`config.mk`:
```
export PLATFORM = sky130hd
export DESIGN_NAME = ctlreg_guard
export DESIGN_NICKNAME = d
export VERILOG_FILES = /design/src/rtl/ctlreg_pkg.sv /design/src/rtl/nv_store_timer.sv /design/src/rtl/bp_range_decoder.sv /design/src/rtl/ctlreg_seq.sv /design/src/rtl/ctlreg_guard.sv
export SDC_FILE = /design/constraint.sdc
export NUM_CORES = 1
export LEC_CHECK = 0
export BUFFER_PORTS_ARGS = -buffer_cell sky130_fd_sc_hd__buf_4
export CORE_AREA = 4 4 60 62
export CTS_CLUSTER_DIAMETER = 40
export DETAILED_ROUTE_END_ITERATION = 7
export DIE_AREA = 0 0 64 66
export PLACE_DENSITY = 0.84
export SETUP_SLACK_MARGIN = 0.15
export SLEW_MARGIN = 20
export SYNTH_ARGS = -nofsm -noshare
export SYNTH_HDL_FRONTEND = slang
export SYNTH_HIERARCHICAL = 1
export SYNTH_SLANG_ARGS = --single-unit
export TNS_END_PERCENT = 1
```
`constraint.sdc`:
```
create_clock -name clk -period 4.8 [get_ports clk]
set_input_delay 0.72 -clock clk [delete_from_list [all_inputs] [get_ports clk]]
set_output_delay 0.72 -clock clk [all_outputs]
set_load 0.05 [all_outputs]
```
`src/rtl/ctlreg_pkg.sv`:
```
package ctlreg_pkg;

    typedef enum logic [2:0] {
        S_IDLE,
        S_WAIT_DEV,
        S_WAIT_ADDR,
        S_WAIT_DATA,
        S_HAVE_BYTE,
        S_OVERRUN,
        S_IGNORE,
        S_STORE
    } seq_state_t;

    localparam int WD_LSB = 3;
    localparam int WD_W   = 2;
    localparam int BP_LSB = 5;
    localparam int BP_W   = 3;

    localparam logic [7:0] CODE_UNLOCK1 = 8'h02;
    localparam logic [7:0] CODE_UNLOCK2 = 8'h06;
    localparam logic [7:0] CODE_RELOCK  = 8'h00;

endpackage

```
`src/rtl/nv_store_timer.sv`:
```
module nv_store_timer #(
    parameter int CYCLES = 64
) (
    input  logic clk,
    input  logic rst_n,
    input  logic run,
    output logic done
);
    localparam int CNT_W = $clog2(CYCLES + 1);

    logic [CNT_W-1:0] count;

    assign done = run && (count == CNT_W'(CYCLES - 1));

    always_ff @(posedge clk or negedge rst_n) begin
        if (!rst_n) begin
            count <= '0;
        end else if (!run) begin
            count <= '0;
        end else if (!done) begin
            count <= count + 1'b1;
        end
    end
endmodule

```
`src/rtl/bp_range_decoder.sv`:
```
module bp_range_decoder #(
    parameter int ADDR_W    = 9,
    parameter int SMALL_LOG = 4
) (
    input  logic [2:0]        bp_sel,
    input  logic [ADDR_W-1:0] addr,
    output logic              in_range
);
    localparam logic [ADDR_W:0] SPAN    = (ADDR_W+1)'(1) << ADDR_W;
    localparam logic [ADDR_W:0] QUARTER = SPAN >> 2;
    localparam logic [ADDR_W:0] HALF    = SPAN >> 1;

    logic [ADDR_W:0] base;
    logic [ADDR_W:0] small_len;

    always_comb begin
        small_len = (ADDR_W+1)'(1) << (SMALL_LOG + int'(bp_sel[1:0]));
        unique case (bp_sel)
            3'd0:    base = SPAN;
            3'd1:    base = SPAN - QUARTER;
            3'd2:    base = SPAN - HALF;
            3'd3:    base = '0;
            default: base = SPAN - small_len;
        endcase
    end

    assign in_range = ({1'b0, addr} >= base);
endmodule

```
`src/rtl/ctlreg_seq.sv`:
```
module ctlreg_seq
    import ctlreg_pkg::*;
#(
    parameter int          ADDR_W   = 9,
    parameter logic [3:0]  DEV_CODE = 4'b1011,
    parameter logic [1:0]  WD_RESET = 2'd0,
    parameter logic [2:0]  BP_RESET = 3'd0
) (
    input  logic              clk,
    input  logic              rst_n,
    input  logic              tx_start,
    input  logic              tx_stop,
    input  logic              dev_valid,
    input  logic [3:0]        dev_code,
    input  logic              dev_read,
    input  logic              addr_valid,
    input  logic [ADDR_W-1:0] addr_in,
    input  logic              data_valid,
    input  logic [7:0]        data_in,
    input  logic              store_done,
    output seq_state_t        state,
    output logic              byte_ack,
    output logic              unlock1,
    output logic              unlock2,
    output logic [WD_W-1:0]   wd_sel,
    output logic [BP_W-1:0]   bp_sel
);
    localparam logic [ADDR_W-1:0] REG_ADDR = {ADDR_W{1'b1}};

    seq_state_t nxt;
    logic       ack_nxt;
    logic       take_byte;
    logic       stop_eval;
    logic [7:0] held;

    always_comb begin
        nxt       = state;
        ack_nxt   = 1'b0;
        take_byte = 1'b0;
        unique case (state)
            S_IDLE: begin
                if (tx_start) nxt = S_WAIT_DEV;
            end
            S_WAIT_DEV: begin
                if (dev_valid) begin
                    if (dev_code == DEV_CODE && !dev_read) begin
                        nxt     = S_WAIT_ADDR;
                        ack_nxt = 1'b1;
                    end else begin
                        nxt = S_IGNORE;
                    end
                end
            end
            S_WAIT_ADDR: begin
                if (addr_valid) begin
                    if (addr_in == REG_ADDR) begin
                        nxt     = S_WAIT_DATA;
                        ack_nxt = 1'b1;
                    end else begin
                        nxt = S_IGNORE;
                    end
                end
            end
            S_WAIT_DATA: begin
                if (data_valid) begin
                    nxt       = S_HAVE_BYTE;
                    ack_nxt   = 1'b1;
                    take_byte = 1'b1;
                end
            end
            S_HAVE_BYTE: begin
                if (data_valid) begin
                    nxt = S_OVERRUN;
                end else if (tx_stop) begin
                    nxt = (unlock1 && unlock2) ? S_STORE : S_IDLE;
                end
            end
            S_OVERRUN: begin
                nxt = state;
            end
            S_IGNORE: begin
                nxt = state;
            end
            S_STORE: begin
                if (store_done) nxt = S_IDLE;
            end
        endcase
        if (state != S_STORE && state != S_IDLE) begin
            if (tx_stop && state != S_HAVE_BYTE) nxt = S_IDLE;
            if (tx_start) nxt = S_WAIT_DEV;
        end
    end

    assign stop_eval = (state == S_HAVE_BYTE) && tx_stop && !data_valid && !tx_start;

    always_ff @(posedge clk or negedge rst_n) begin
        if (!rst_n) state <= S_IDLE;
        else        state <= nxt;
    end

    always_ff @(posedge clk or negedge rst_n) begin
        if (!rst_n) begin
            byte_ack <= 1'b0;
            held     <= '0;
            unlock1  <= 1'b0;
            unlock2  <= 1'b0;
            wd_sel   <= WD_RESET;
            bp_sel   <= BP_RESET;
        end else begin
            byte_ack <= ack_nxt;
            if (take_byte) held <= data_in;
            if (stop_eval) begin
                if (unlock1 && unlock2) begin
                    unlock1 <= 1'b0;
                    unlock2 <= 1'b0;
                end else begin
                    unique case (held)
                        CODE_UNLOCK1: unlock1 <= 1'b1;
                        CODE_UNLOCK2: if (unlock1) unlock2 <= 1'b1;
                        CODE_RELOCK: begin
                            unlock1 <= 1'b0;
                            unlock2 <= 1'b0;
                        end
                        default: ;
                    endcase
                end
            end
            if (state == S_STORE && store_done) begin
                wd_sel <= held[WD_LSB +: WD_W];
                bp_sel <= held[BP_LSB +: BP_W];
            end
        end
    end
endmodule

```
`src/rtl/ctlreg_guard.sv`:
```
module ctlreg_guard
    import ctlreg_pkg::*;
#(
    parameter int          ADDR_W    = 9,
    parameter int          NV_CYCLES = 64,
    parameter int          SMALL_LOG = 4,
    parameter logic [3:0]  DEV_CODE  = 4'b1011,
    parameter logic [1:0]  WD_RESET  = 2'd0,
    parameter logic [2:0]  BP_RESET  = 3'd0
) (
    input  logic              clk,
    input  logic              rst_n,
    input  logic              tx_start,
    input  logic              tx_stop,
    input  logic              dev_valid,
    input  logic [3:0]        dev_code,
    input  logic              dev_read,
    input  logic              addr_valid,
    input  logic [ADDR_W-1:0] addr_in,
    input  logic              data_valid,
    input  logic [7:0]        data_in,
    output logic              byte_ack,
    output logic              busy,
    output logic              unlock1,
    output logic              unlock2,
    output logic [1:0]        wd_sel,
    output logic [2:0]        bp_sel,
    input  logic              arr_wr_req,
    input  logic [ADDR_W-1:0] arr_addr,
    output logic              arr_wr_grant
);
    seq_state_t state;
    logic       store_done;
    logic       protected_hit;

    ctlreg_seq #(
        .ADDR_W   (ADDR_W),
        .DEV_CODE (DEV_CODE),
        .WD_RESET (WD_RESET),
        .BP_RESET (BP_RESET)
    ) u_seq (
        .clk        (clk),
        .rst_n      (rst_n),
        .tx_start   (tx_start),
        .tx_stop    (tx_stop),
        .dev_valid  (dev_valid),
        .dev_code   (dev_code),
        .dev_read   (dev_read),
        .addr_valid (addr_valid),
        .addr_in    (addr_in),
        .data_valid (data_valid),
        .data_in    (data_in),
        .store_done (store_done),
        .state      (state),
        .byte_ack   (byte_ack),
        .unlock1    (unlock1),
        .unlock2    (unlock2),
        .wd_sel     (wd_sel),
        .bp_sel     (bp_sel)
    );

    assign busy = (state == S_STORE);

    nv_store_timer #(
        .CYCLES (NV_CYCLES)
    ) u_timer (
        .clk   (clk),
        .rst_n (rst_n),
        .run   (busy),
        .done  (store_done)
    );

    bp_range_decoder #(
        .ADDR_W    (ADDR_W),
        .SMALL_LOG (SMALL_LOG)
    ) u_dec (
        .bp_sel   (bp_sel),
        .addr     (arr_addr),
        .in_range (protected_hit)
    );

    assign arr_wr_grant = arr_wr_req && !protected_hit;
endmodule

```
# Word level (Yosys, flattened, before mapping)
# Index checks and enable logic that the tools add are counted.
classes:
  muxes: 29
  mul: 0
  n_reduce_logical: 23
  n_shift: 1
  order_cmp: 1
  n_div: 0
  addsub: 3
  bitwise_logic: 0
  eq_ne: 19
op_table:
  columns: ["operator", "n"]
  rows:
  - ["10-bit one-hot mux with 4 select lines", 1]
  - ["3-bit 2-to-1 mux", 13]
  - ["1-bit by 32-bit << shifter with 10-bit output (first input constant)", 1]
  - ["3-bit one-hot mux with 7 select lines", 1]
  - ["7-bit 2-to-1 mux", 2]
  - ["3-bit by 2-bit equality test with 1-bit output (second input constant)", 4]
  - ["3-bit equality test (second input constant)", 4]
  - ["9-bit by 10-bit >= comparator with 1-bit output", 1]
  - ["1-bit logical AND", 10]
  - ["10-bit subtractor (first input constant)", 1]
  - ["9-bit equality test (second input constant)", 1]
  - ["1-bit 2-to-1 mux", 9]
  - ["3-bit nonzero test", 3]
  - ["8-bit by 2-bit equality test with 1-bit output (second input constant)", 1]
  - ["8-bit by 3-bit equality test with 1-bit output (second input constant)", 1]
  - ["8-bit logical NOT", 1]
  - ["7-bit by 1-bit adder with 7-bit output (second input constant)", 1]
  - ["7-bit by 6-bit equality test with 1-bit output (second input constant)", 1]
  - ["3-bit by 1-bit equality test with 1-bit output (second input constant)", 2]
  - ["3-bit logical NOT", 2]
  - ["3-bit inequality test (second input constant)", 2]
  - ["3-bit by 2-bit adder with 4-bit output (first input constant)", 1]
  - ["4-bit equality test (second input constant)", 1]
  - ["1-bit logical NOT", 4]
  - ["other kinds (7)", 8]
totals:
  mem_count: 0
  mem_bits_ro: 0
  ramBits: 0
  latchBits: 0
  ff_bits: 26

# Depth between registers and ports, before layout
depth:
  ltp_word: 8
  depth_mapped: 9
  mapped_depth_nobuf: 9

# Hierarchy
# Netlist, hierarchy kept.
by_module_without_submodules:
  columns: ["module", "seq_area_each_um2", "cells_each", "area_each_um2", "instances"]
  rows:
  - ["ctlreg_seq", 475.5, 107, 1074.8, 1]
  - ["nv_store_timer", 175.2, 37, 365.4, 1]
  - ["bp_range_decoder", 0.0, 26, 192.7, 1]
  - ["ctlreg_guard", 0.0, 2, 12.5, 1]

# Worst setup path before layout
# OpenSTA, ideal clock, no wires.
synth_path:
  kind: "register to output"
  start: "register u_seq.bp_sel[1]"
  end: "output arr_wr_grant"
  stages_incl_launch_ff: 10
  t_arrival_ns: 2.468
  setup_slack_ns: 1.612
  path_cell_list: "dfrtp_1 -> nor2_1 -> inv_1 -> ha_1 -> nand2_1 -> ha_1 -> o21a_1 -> o211ai_1 -> a31oi_1 -> nor2b_1"
synth_via:
  elab_chain_cells: 7
  word_cells_on_any_way: 11
synth_rtl:
  columns: ["element", "line", "rtl"]
  rows:
  - ["start, declared", "ctlreg_seq.sv:26", "output logic [BP_W-1:0] bp_sel"]
  - ["start signal, assigned", "ctlreg_seq.sv:130", "bp_sel <= held[BP_LSB +: BP_W];"]
  - ["3-bit by 2-bit adder with 4-bit output", "bp_range_decoder.sv:17", "small_len = (ADDR_W+1)'(1) << (SMALL_LOG + int'(bp_sel[1:0]));"]
  - ["1-bit by 32-bit << shifter with 10-bit output", "bp_range_decoder.sv:17", null]
  - ["10-bit subtractor", "bp_range_decoder.sv:23", "default: base = SPAN - small_len;"]
  - ["10-bit one-hot mux with 4 select lines *", "bp_range_decoder.sv:18", "unique case (bp_sel)"]
  - ["9-bit by 10-bit >= comparator with 1-bit output *", "bp_range_decoder.sv:27", "assign in_range = ({1'b0, addr} >= base);"]
  - ["via protected_hit", "ctlreg_guard.sv:34", "logic protected_hit;"]
  - ["1-bit logical NOT *", "ctlreg_guard.sv:82", "assign arr_wr_grant = arr_wr_req && !protected_hit;"]
  - ["1-bit logical AND *", "ctlreg_guard.sv:82", null]
  - ["end, declared", "ctlreg_guard.sv:30", "output logic arr_wr_grant"]
# The timed path passes the listed nets; every way through them passes the cells marked *.

# Worst setup path in the final report
# Same ends and word-level chain as after synthesis.

==> summary.txt <==
Clocking
  – CTS tree: done
  – Reg clk slew, reported paths: 0.14 ns
  – CTS Hold Bufs: 0
  – Setup repair bufs after CTS: 0
  – CTS H-tree lvls: 1
  – Clk Tree Root Cell: clkbuf_4
  – PostCTS Resize Cnt: 0
  – Clk Latency, worst-skew pair: 0.32 ns
  – Bufs on Longest Clock Path: 2
  – # clock sinks: 26
  – Num CTS Buffers: 3

Synthesis
  – Sequential area share after synthesis: 39.5%
  – Post-synth ARST share: 100%
  – Ys flop type: dfrtp_1
  – Post-synth EDFFs: 0
  – Synth unique cells: 51
  – Most area-hungry cell type in the Yosys netlist: dfrtp_1
  – Yosys warnings: 6
  – Syn Area/Cell: 9.57 µm²
  – Synth top cells by count: 30 x nand2_1, 26 x dfrtp_1, 11 x a21oi_1
  – Most common cell in the netlist: nand2_1
  – Area share of the largest cell type after synthesis: 39.5%
  – Net Count, Synth: 218
  – Flops & latches, synth: 26
  – Mapped cell area: 1650 µm²
  – Synth top area cells: dfrtp_1 40%, mux2_2 6.8%, nand2_1 6.8%
  – Syn Inst Count: 172

Run status
  – Status: completed

Final layout
  – Filler instances: 224
  – Nets: 265
  – Antenna diodes: 0
  – Area Growth Syn to Fin: 26.8%
  – Share of layout cells above drive strength 1: 33.9%

Power and ir drop
  – Pint: 0.000366 W
  – Sw Pwr: 0.000121 W
  – Combinational Power Share: 18.7%
  – Total power: 0.000487 W
  – Switch share: 24.8%
  – Sequential Power Share: 50.4%
  – Worst vdd ir: 0.159 mV
  – Leak Pwr: 1.00 nW
  – Pwr/cell area: 234 nW/µm²
  – Clock Power Share: 30.9%

Drt
  – Per-cell routed wire length: 14.3 µm
  – Routed WL: 3.74 mm
  – Initial DRT Pass Iterations: 5
  – # DRC: 0
  – DRT iter0 DRCs: 87
  – Vias/cell: 5.73
  – Vias post-DR: 1502
  – Detail Route Antenna Nets: 0

Global route
  – Initial antenna violation count: 0
  – Largest net degree at the start of global routing: 27
  – Total congestion overflow: 0
  – First-pass GRT wire length: 6.27 mm
  – Vias in the first global route: 1430
  – Total GRT Usage: 18.5%

STA
  – Final worst setup slack: 1.62 ns
  – Actual slew at the worst max-slew pin: 0.450 ns
  – Rel. slew slack: 70.0%
  – RSZ-0062 raised after global routing: false
  – Worst hold slack: 0.274 ns
  – Tcrit/Tclk final: 66.2%
  – Max Freq: 315 MHz
  – Total negative slack: 0 ns
  – Post-Route Skew: 0.00263 ns
  – Final setup fails: 0
  – Fin. Hold Viols: 0
  – Min Tclk post-route: 3.18 ns
  – Max Slew Vio Count: 0

Critical path
  – Crit-path most repeated cell: ha_1
  – Critical Path RT: 4.08 ns
  – Crit path max fanout: 6
  – Crit-path cells: nor2_1, inv_1, ha_1, nand2_1, ha_1, nor4b_2, nand4_1, a31oi_1, nor2b_1, buf_4
  – Kind of critical path: reg -> out
  – Critical Path Sink Type: primary output
  – WP data arrival: 2.46 ns
  – Startpoint types: register
  – Slowest CP cell: dfrtp_1
  – Peak per-stage delay on the critical path: 0.46 ns
  – R2R cell count: 5

Die
  – # IOs: 49
  – Die Ht: 66 µm
  – Die area: 4220 µm²
  – Die width: 64 µm
  – Initial core utilization: 54.3%
  – Core area: 3030 µm²
  – Num rows: 20

Min path
  – Worst hold path class: in -> async

Placement
  – Placer Congestion: 0.825
  – I/O Buffers: 48
  – Detailed placement HPWL: 2.96 mm
  – Pre-CTS setup slack: 2.03 ns

Job
  – Max Cap Viol: 0
-- final cells by class --
class	instances	area [µm²]	area share [%]
Multi-Input combinational cell	136	952	45.7
Sequential cell	26	651	31.2
Timing Repair Buffer	48	360	17.3
Tap cell	44	55.1	2.64
Clock inverter	1	30.0	1.44
Clock buffer	3	22.5	1.08
Inverter	4	15.0	0.720
-- layout by cell type, fill, tap and decap left out, types with 3 or more instances in the layout --
cell type / netlist / layout
a21oi_1: 11 / 11
a31oi_1: 3 / 3
and3_1: 4 / 4
buf_4: 0 / 48
clkbuf_4: 0 / 3
dfrtp_1: 26 / 26
ha_1: 7 / 7
inv_1: 4 / 4
mux2_2: 10 / 10
nand2_1: 30 / 30
nand2b_1: 7 / 7
nand3_1: 4 / 4
nand4_1: 5 / 5
nor2_1: 4 / 4
nor2b_1: 4 / 4
o21ai_0: 4 / 4
-- metal layers --
layer	global-route usage [%]	share of wire (%)	vias to the layer above
met5	0	0	-
met4	4.85	0.56	0
met3	4.25	5.9	4
met2	34.3	54	45
met1	21.1	40	727
li1	-	-	726
-- cells by family (layout without fill, tap and decap cells) --
kind of cell             after synthesis  in the layout  synth area share, %
AO/OA/AOI/OAI                         38             38                 15.7
AND/OR/NAND/NOR                       79             79                 28.8
flip-flops                            26             26                 39.5
multiplexers                          12             12                 8.06
buffers and inverters                 10             56                 2.58
adder cells (fa/ha/maj)                7              7                 5.32
-- power groups by stage --
stage,sequential [W],combinational (W),clock (W)
2_1_floorplan,0.000247,0.0000501,0
3_3_place_gp,0.000248,0.0000877,0
3_5_place_dp,0.000250,0.0000913,0
4_1_cts,0.000245,0.0000918,0.000153
5_1_grt,0.000248,0.000100,0.000167
6_report,0.000245,0.0000911,0.000151
-- state kept, by name (all words and copies together) (netlist names) --
name,count
u_seq/held,8
u_seq/byte_ack,1
u_timer/count,7
u_seq/unlock1,1
u_seq/state,3
u_seq/bp_sel,3
u_seq/wd_sel,2
u_seq/unlock2,1
-- per-stage QoR --
step                utilization [%]  instance area, µm²  instances
finish                         68.9                2090        262
global route                   68.9                2090        262
CTS                            68.9                2090        262
detailed placement             67.1                2030        258
global placement               67.1                2030        258
floorplan                         -                1650        172
-- path summary, 6_finish.rpt --
path                                    endpoint  slack (ns)             from
worst max-delay path                arr_wr_grant        1.62  u_seq/bp_sel[1]
worst min-delay path               u_seq/held[1]        0.27            rst_n
worst max register to register    u_seq/state[2]        2.65   u_seq/state[2]
worst min register to register   u_seq/wd_sel[0]        0.50  u_seq/wd_sel[0]
max in group asynchronous       u_timer/count[0]        4.29            rst_n
min in group clk                 u_seq/wd_sel[0]        0.50  u_seq/wd_sel[0]
-- critical path, delay by kind of cell, from the launching register on --
family	cells	cell delay (ns)
adders and majority gates	2	0.60
and+or+nand+nor	5	0.62
AOI/OAI and AO/OA	1	0.17
buffers and inverters	2	0.27
DFF	1	0.46
Note: power is estimated with default switching activity, not from simulation.
